===== src/rtl/i2c_rs_pkg.sv =====
package i2c_rs_pkg;

    localparam int BYTE_W = 8;
    localparam int CNT_W  = 4;

    typedef enum logic [3:0] {
        ST_IDLE,
        ST_DEV,
        ST_DEV_ACK,
        ST_REG,
        ST_REG_ACK,
        ST_WR,
        ST_WR_ACK,
        ST_RD_LOAD,
        ST_RD,
        ST_RD_ACK
    } rs_state_e;

    // Conditioned bus events produced by the sampler.
    typedef struct packed {
        logic sda;
        logic scl_rise;
        logic scl_fall;
        logic start;
        logic stop;
    } bus_ev_t;

    function automatic logic is_ack_state(rs_state_e s);
        return (s == ST_DEV_ACK) || (s == ST_REG_ACK) || (s == ST_WR_ACK);
    endfunction

    function automatic logic is_rx_state(rs_state_e s);
        return (s == ST_DEV) || (s == ST_REG) || (s == ST_WR);
    endfunction

endpackage


===== src/rtl/i2c_rs_bus_sync.sv =====
module i2c_rs_bus_sync
    import i2c_rs_pkg::*;
#(
    parameter int SYNC_STAGES = 2
) (
    input  logic    clk,
    input  logic    rst,
    input  logic    scl_i,
    input  logic    sda_i,
    output logic    scl_lvl,
    output bus_ev_t ev
);
    localparam int MSB = SYNC_STAGES - 1;

    logic [MSB:0] scl_q, sda_q;
    logic         scl_d, sda_d;

    always_ff @(posedge clk) begin
        if (rst) begin
            scl_q <= '1;
            sda_q <= '1;
            scl_d <= 1'b1;
            sda_d <= 1'b1;
        end else begin
            scl_q <= {scl_q[MSB-1:0], scl_i};
            sda_q <= {sda_q[MSB-1:0], sda_i};
            scl_d <= scl_q[MSB];
            sda_d <= sda_q[MSB];
        end
    end

    assign scl_lvl     = scl_q[MSB];
    assign ev.sda      = sda_q[MSB];
    assign ev.scl_rise = scl_q[MSB] & ~scl_d;
    assign ev.scl_fall = ~scl_q[MSB] & scl_d;
    assign ev.start    = scl_q[MSB] & scl_d & sda_d & ~sda_q[MSB];
    assign ev.stop     = scl_q[MSB] & scl_d & ~sda_d & sda_q[MSB];

endmodule


===== src/rtl/i2c_rs_engine.sv =====
module i2c_rs_engine
    import i2c_rs_pkg::*;
#(
    parameter logic [6:0] DEV_ADDR  = 7'h3B,
    parameter int         ADDR_W    = 6,
    parameter int         AI_BIT    = 5,
    parameter logic [ADDR_W-1:0] CTRL_ADDR = 6'h3E
) (
    input  logic              clk,
    input  logic              rst,
    input  bus_ev_t           ev,
    input  logic [BYTE_W-1:0] reg_rdata,
    output logic [ADDR_W-1:0] reg_addr,
    output logic [BYTE_W-1:0] reg_wdata,
    output logic              reg_we,
    output logic              sda_oe
);
    localparam logic [ADDR_W-1:0] LAST_ADDR = '1;
    localparam logic [CNT_W-1:0]  FULL      = CNT_W'(BYTE_W);

    rs_state_e         state;
    logic [CNT_W-1:0]  cnt;
    logic [BYTE_W-1:0] sh;
    logic [ADDR_W-1:0] ptr;
    logic              rw, mack, ai_shadow, ai_active;

    always_ff @(posedge clk) begin
        if (rst) begin
            state     <= ST_IDLE;
            cnt       <= '0;
            sh        <= '1;
            ptr       <= '0;
            rw        <= 1'b0;
            mack      <= 1'b0;
            ai_shadow <= 1'b0;
            ai_active <= 1'b0;
            reg_we    <= 1'b0;
            reg_wdata <= '0;
        end else begin
            reg_we <= 1'b0;
            if (ev.start) begin
                state     <= ST_DEV;
                cnt       <= '0;
                ai_active <= ai_shadow;
            end else if (ev.stop) begin
                state     <= ST_IDLE;
                ai_active <= ai_shadow;
            end else begin
                case (state)
                    ST_DEV, ST_REG, ST_WR: begin
                        if (ev.scl_rise && cnt < FULL) begin
                            sh  <= {sh[BYTE_W-2:0], ev.sda};
                            cnt <= cnt + 1'b1;
                        end else if (ev.scl_fall && cnt == FULL) begin
                            cnt <= '0;
                            if (state == ST_DEV) begin
                                if (sh[BYTE_W-1:1] == DEV_ADDR) begin
                                    rw    <= sh[0];
                                    state <= ST_DEV_ACK;
                                end else begin
                                    state <= ST_IDLE;
                                end
                            end else if (state == ST_REG) begin
                                ptr   <= sh[ADDR_W-1:0];
                                state <= ST_REG_ACK;
                            end else begin
                                reg_we    <= 1'b1;
                                reg_wdata <= sh;
                                if (ptr == CTRL_ADDR) ai_shadow <= sh[AI_BIT];
                                state <= ST_WR_ACK;
                            end
                        end
                    end
                    ST_DEV_ACK: if (ev.scl_fall) state <= rw ? ST_RD_LOAD : ST_REG;
                    ST_REG_ACK: if (ev.scl_fall) state <= ST_WR;
                    ST_WR_ACK: begin
                        if (ev.scl_fall) begin
                            if (ai_active && ptr != LAST_ADDR) begin
                                ptr   <= ptr + 1'b1;
                                state <= ST_WR;
                            end else begin
                                state <= ST_REG;
                            end
                        end
                    end
                    ST_RD_LOAD: begin
                        sh    <= reg_rdata;
                        cnt   <= '0;
                        state <= ST_RD;
                    end
                    ST_RD: begin
                        if (ev.scl_fall) begin
                            sh  <= {sh[BYTE_W-2:0], 1'b1};
                            cnt <= cnt + 1'b1;
                            if (cnt == FULL - 1'b1) state <= ST_RD_ACK;
                        end
                    end
                    ST_RD_ACK: begin
                        if (ev.scl_rise) mack <= ~ev.sda;
                        if (ev.scl_fall) begin
                            if (mack && ai_active && ptr != LAST_ADDR) begin
                                ptr   <= ptr + 1'b1;
                                state <= ST_RD_LOAD;
                            end else begin
                                state <= ST_IDLE;
                            end
                        end
                    end
                    default: ;
                endcase
            end
        end
    end

    assign reg_addr = ptr;
    assign sda_oe   = is_ack_state(state) || (state == ST_RD && !sh[BYTE_W-1]);

endmodule


===== src/rtl/i2c_regfile_slave.sv =====
module i2c_regfile_slave
    import i2c_rs_pkg::*;
#(
    parameter logic [6:0] DEV_ADDR    = 7'h3B,
    parameter int         ADDR_W      = 6,
    parameter int         SYNC_STAGES = 2,
    parameter int         AI_BIT      = 5,
    parameter logic [ADDR_W-1:0] CTRL_ADDR = 6'h3E
) (
    input  logic              clk,
    input  logic              rst,
    input  logic              scl_i,
    input  logic              sda_i,
    output logic              sda_oe,
    output logic [ADDR_W-1:0] reg_addr,
    output logic [7:0]        reg_wdata,
    output logic              reg_we,
    input  logic [7:0]        reg_rdata
);
    bus_ev_t bus_ev;
    logic    scl_s, start_det, stop_det;

    i2c_rs_bus_sync #(.SYNC_STAGES(SYNC_STAGES)) u_sync (
        .clk     (clk),
        .rst     (rst),
        .scl_i   (scl_i),
        .sda_i   (sda_i),
        .scl_lvl (scl_s),
        .ev      (bus_ev)
    );

    i2c_rs_engine #(
        .DEV_ADDR  (DEV_ADDR),
        .ADDR_W    (ADDR_W),
        .AI_BIT    (AI_BIT),
        .CTRL_ADDR (CTRL_ADDR)
    ) u_engine (
        .clk       (clk),
        .rst       (rst),
        .ev        (bus_ev),
        .reg_rdata (reg_rdata),
        .reg_addr  (reg_addr),
        .reg_wdata (reg_wdata),
        .reg_we    (reg_we),
        .sda_oe    (sda_oe)
    );

    assign start_det = bus_ev.start;
    assign stop_det  = bus_ev.stop;

endmodule


===== config.mk =====
export PLATFORM = sky130hd
export DESIGN_NAME = i2c_regfile_slave
export DESIGN_NICKNAME = d
export VERILOG_FILES = /design/src/rtl/i2c_rs_pkg.sv /design/src/rtl/i2c_rs_bus_sync.sv /design/src/rtl/i2c_rs_engine.sv /design/src/rtl/i2c_regfile_slave.sv
export SDC_FILE = /design/constraint.sdc
export NUM_CORES = 1
export LEC_CHECK = 0
export BUFFER_PORTS_ARGS = -buffer_cell sky130_fd_sc_hd__buf_4
export CORE_ASPECT_RATIO = 0.5
export CORE_MARGIN = 5
export CORE_UTILIZATION = 55
export CTS_CLUSTER_SIZE = 28
export DETAILED_ROUTE_END_ITERATION = 16
export GPL_TIMING_DRIVEN = 0
export PLACE_DENSITY_LB_ADDON = 0.08
export SLEW_MARGIN = 20
export SYNTH_ARGS = -nofsm -noshare
export SYNTH_HDL_FRONTEND = slang
export SYNTH_SLANG_ARGS = --single-unit
export TNS_END_PERCENT = 20

===== constraint.sdc =====
create_clock -name clk -period 2.4 [get_ports clk]
set_input_delay 0.24 -clock clk [delete_from_list [all_inputs] [get_ports clk]]
set_output_delay 0.24 -clock clk [all_outputs]
set_load 0.05 [all_outputs]

## After elaboration in Yosys (flattened, before gate mapping)

Index checks and enable logic that the tools add are counted.

- Magnitude comparators: 1
- Bitwise gates (word level): 18
- Reduce and logical (&&, ||, !) cells: 28
- Eq/ne operators: 36
- Mux-type cells: 36
- Add/sub/neg operators: 2

Operators with widths:

| operator | number |
|---|---|
| $mux W4 | 12 |
| $mux W6 | 8 |
| $ne A4 B3 Y1 const B | 7 |
| $pmux W4 S7 | 1 |
| $pmux W8 S3 | 1 |
| $ne A2 B1 Y1 const B | 11 |
| $eq A4 B3 Y1 const B | 5 |
| $pmux W6 S3 | 1 |
| $reduce_and A9 Y1 | 2 |
| $mux W8 | 2 |
| $reduce_and A7 Y1 | 2 |
| $eq A4 B4 Y1 const B | 3 |
| $pmux W4 S3 | 1 |
| $not A1 Y1 | 11 |
| $reduce_and A11 Y1 | 1 |
| $mux W3 | 3 |
| $reduce_bool A9 Y1 | 1 |
| $eq A4 B2 Y1 const B | 2 |
| $reduce_and A4 Y1 | 2 |
| $reduce_and A8 Y1 | 1 |
| $and A1 B1 Y1 | 7 |
| $eq A7 B6 Y1 const B | 1 |
| $reduce_bool A7 Y1 | 1 |
| $reduce_or A7 Y1 | 1 |
| other kinds (19) | 34 |

- Output and inout port bits: 16
- Input bits: 12
- Register bits: 41

## Longest topological paths before layout

- Depth in word-level cells: 8
- Gate-level depth with buffers: 9
- Mapped depth without buffers: 6

## Hierarchy

A second synthesis with hierarchy kept.

- Cell total of the unflattened synthesis: 258
- Area total of the unflattened synthesis: 2,288.4 um2

Modules (own cells, without submodules):

| module | sequential area each (um2) | area an instance (um2) | cells each | times used |
|---|---|---|---|---|
| i2c_rs_engine | 700.7 | 2,090.8 | 241 | 1 |
| i2c_rs_bus_sync | 120.1 | 197.7 | 17 | 1 |

## Worst setup path after synthesis

Ideal clock, no wire load.

- Path type: flip-flop to flip-flop
- Start: register u_engine.state[1]
- End: register u_engine.sh[5]
- Setup time: 0.146 ns
- Clock period less this slack: 2.158 ns
- Cell stages (with the launch flop): 10
- Path slack: 0.242 ns
- Data arrival time: 2.013 ns
- Cells stage by stage: dfxtp_1 buf_6 or3b_1 clkbuf_2 o41a_1 or3_1 buf_6 buf_12 nand2_1 o211ai_2

- Word-level cells in the longest chain between the ends: 4

Ends and longest elaborated chain:

| what | line | RTL |
|---|---|---|
| from (decl) | i2c_rs_engine.sv:21 | `rs_state_e state;` |
| from (signal assigned) | i2c_rs_engine.sv:74 | `ST_DEV_ACK: if (ev.scl_fall) state <= rw ? ST_RD_LOAD : ST_REG;` |
| $eq A4 B3 Y1 (tied with other cells) | i2c_rs_engine.sv:49 | `case (state)` |
| $reduce_or A3 Y1 | i2c_rs_engine.sv:49 |  |
| $ne A2 B1 Y1 (no source line) / $reduce_bool A3 Y1 (equally long branches) | -- |  |
| $reduce_and A5 Y1 (no source line) | -- |  |
| to (signal assigned) | i2c_rs_engine.sv:52 | `sh <= {sh[BYTE_W-2:0], ev.sda};` |
| to (signal assigned) | i2c_rs_engine.sv:87 | `sh <= reg_rdata;` |
| to (signal assigned) | i2c_rs_engine.sv:93 | `sh <= {sh[BYTE_W-2:0], 1'b1};` |
| to (decl) | i2c_rs_engine.sv:23 | `logic [BYTE_W-1:0] sh;` |

Several ways; a longest one is shown, not always the timed one.
A chain may end at the register's enable or synchronous reset.

## Worst setup path after layout

- Start: register u_engine.state[3]
- End: register u_engine.sh[5]

The elaborated chain is that of the path after synthesis.

==> results.md <==
* Status: finished clean
* Max Root-Sink Buffers at 2
* Port-buffer cells at 26
* DR vias at 2274
* Initial Util at 0.590
* Clk sinks at 41
* Asr flop ratio synth at 0
* R2R Setup Slk at 0.08 ns
* Synth warnings at 0
* RSZ-0062 raised after global routing: false
* Ant diodes at 0
* Core ar. at 0.00402 mm2
* Num CTS Buffers at 5
* Final Hold Viols at 0
* Peak VDD IR at 0.636 mV
* Num ports at 28
* Net switching power at 1.20 mW
* Final min period at 2.32 ns
* Die W at 103 um
* Total Routed Length at 6.34 mm
* Die height at 56.5 um
* NumNets Final at 326
* Slowest cell on crit path: or3b_4
* EDFF count, synth at 0
* Slew @ Worst Pin at 0.897 ns
* Slowest Stage Delay on Critical Path at 0.44 ns
* CTS tree: done
* Die ar. at 0.00581 mm2
* Max Freq at 432 MHz
* Largest net degree at the start of global routing at 16
* Cell-internal power at 1.50 mW
* Flop pwr share at 0.351
* Comb power frac at 0.466
* Routed len/inst at 17.4 um
* Worst hold path type: primary input to flop
* Vias in the first global route at 2089
* Layout cells sized above 1 at 0.212
* Data required time of the worst path at 2.56 ns
* FP Rows at 16
* Hpwl dp at 4.61 mm
* Final period util at 0.965
* CP arrival at 2.48 ns
* CP Max Fanout at 10
* Setup TNS at 0 ns
* Slew HR at 0.400
* Pleak at 1.15 nW
* PwrDens at 972 mW/mm2
* Synthesized Nets at 294
* Synth Cell Area at 0.00237 mm2
* Switch share at 0.444
* Seq/Total Area, Yosys at 0.346
* Max cap viols at 0
* Gate Count Post-Synth at 278
* Syn Area/Cell at 8.54 um2
* Yosys cell types at 59
* Root buffer cell: clkbuf_8
* First-pass GRT wire length at 10.4 mm
* Critical path startpoint category: flop
* DRC viols at 0
* Hold WS at 0.121 ns
* Highest-count cells in the layout ignoring fill and taps: dfxtp_1, nor2_1, nand2_1
* Setup crit end kind: flop
* Clock-pin slew of the registers on the worst-case setup and hold paths at 0.09 ns
* Total GRT Usage at 0.224
* Crit Path Class: flop to flop
* Layout area overhead at 16.9%
* #FFs+latches synth at 41
* Clock power frac at 0.182
* Leading cell type in the layout, fill and taps excluded: dfxtp_1
* Initial antenna violation count at 0
* Worst-skew pair later-pin latency at 0.30 ns
* Critical-path cell list: clkbuf_4 > or3b_4 > o41a_1 > or3_4 > buf_6 > buf_12 > nand2_1 > o211ai_2
* RePlAce Congestion at 0.941
* GRT overflow at 0
* Vias per cell at 6.23
* DRT antenna net count at 0
* Clock skew at 0.00887 ns
* Final setup violating endpoints at 0
* First-pass iteration count of the detailed router at 5
* Starting DRT DRC Count at 179
* # hold bufs at CTS at 0
* H-tree depth at 2
* Top_reg_cell synth: dfxtp_1
* Fin. max-slew vios at 0
==> worst max-delay path, delay by kind of cell, from the launching register on <==
family | cells | cell delay (ns)
buffers and inverters | 3 | 0.47
AOI/OAI and AO/OA | 2 | 0.47
DFF | 1 | 0.31
and+or+nand+nor | 3 | 0.92
==> logic make-up after synthesis <==
group                    count (synthesis)  share of synthesized area
AO/OA/AOI/OAI                           76                      0.250
XOR/XNOR                                 1                    0.00369
adder cells (fa/ha/maj)                  4                     0.0211
buffers and inverters                   28                     0.0601
flip-flops                              41                      0.346
multiplexers                            17                     0.0717
AND/OR/NAND/NOR                        111                      0.248
==> metrics by stage <==
step                      power, mW  area (um2)  setup slack [ns]   util  cells
after global placement         2.13        2640          -0.00385  0.655    358
after global routing           2.87        2780            0.0133  0.690    365
after CTS                      2.65        2740            0.0154  0.680    366
after floorplan                1.85        2370             0.242      -    278
final                          2.70        2780            0.0847  0.690    365
after detailed placement       2.16        2640           -0.0754  0.655    358
==> worst paths after layout <==
| check | start | endpoint | cells after the start |
|---|---|---|---|
| setup / recovery | u_engine.state[3] | u_engine.sh[5] | 8 |
| hold / removal | sda_i | u_sync.sda_q[0] | 2 |
| setup reg to reg | u_engine.state[3] | u_engine.sh[5] | 8 |
| hold reg to reg | u_sync.scl_q[0] | u_sync.scl_q[1] | 1 |
==> Yosys cell counts, drive strengths merged, types with 2 or more instances <==
master   number  share of area
nor4b         2         0.0074
inv           9          0.014
o21ai        12          0.025
nand4bb       2         0.0095
nor3b         3         0.0095
a31oi         2         0.0053
and4          2         0.0074
or2           7          0.018
a21oi         9          0.019
a221oi        2         0.0074
nor4bb        3          0.013
clkbuf       11          0.018
nand4         6          0.016
o41ai         5          0.018
a211oi        5          0.016
nor2         29          0.046
a21o          2         0.0063
nor2b         4          0.011
buf           8          0.028
a32o          4          0.017
o31ai         3         0.0095
a31o          2         0.0074
mux2i        17          0.072
nand3         8          0.017
o22ai         3         0.0079
nand2b        2         0.0053
a21boi        2         0.0063
o211ai        9          0.045
ha            4          0.021
nor3          4         0.0084
dfxtp        41           0.35
and3          3         0.0079
a211o         2         0.0074
o21a          5          0.016
and2          2         0.0053
nand2        27          0.043
==> area by class of cell <==
| class | count | area [um2] |
|---|---|---|
| Buffer | 18 | 106 |
| Tap cell | 54 | 67.6 |
| Multi-Input combinational cell | 209 | 1460 |
| Timing Repair Buffer | 26 | 195 |
| Sequential cell | 41 | 821 |
| Clock inverter | 3 | 25.0 |
| Fill cell | 342 | 1250 |
| Clock buffer | 5 | 68.8 |
| Inverter | 9 | 33.8 |
==> flip-flops by register name, summed over array words and instances, names as in the netlist <==
name	count
u_engine.ai_active	1
u_engine.ai_shadow	1
u_engine.cnt	4
u_engine.mack	1
u_engine.reg_addr	6
u_engine.reg_wdata	8
u_engine.reg_we	1
u_engine.rw	1
u_engine.sh	8
u_engine.state	4
u_sync.scl_d	1
u_sync.scl_q	2
u_sync.sda_d	1
u_sync.sda_q	2
==> timing repair <==
| item | in CTS | in global routing |
|---|---|---|
| resized for setup | 1 | 8 |
| buffers inserted | 0 | 0 |
| setup endpoints to repair | 5 | 11 |
| cloned | 0 | 0 |
==> power groups by stage <==
| stage | Sequential (mW) | Combinational (mW) | Clock (mW) |
|---|---|---|---|
| final | 0.948 | 1.26 | 0.492 |
| after floorplan | 1.05 | 0.796 | 0 |
| after global placement | 0.953 | 1.18 | 0 |
| after detailed placement | 0.958 | 1.20 | 0 |
| after global routing | 0.973 | 1.37 | 0.528 |
| after CTS | 0.942 | 1.22 | 0.493 |
==> metal layers <==
| layer | vias up | global-route usage | share of wire |
|---|---|---|---|
| li1 | 1096 | - | - |
| met1 | 1074 | 0.351 | 0.49 |
| met2 | 102 | 0.301 | 0.41 |
| met3 | 2 | 0.0680 | 0.095 |
| met4 | 0 | 0.0314 | 0.0022 |
| met5 | - | 0 | 0 |
Power figures use the tool's default switching activity.
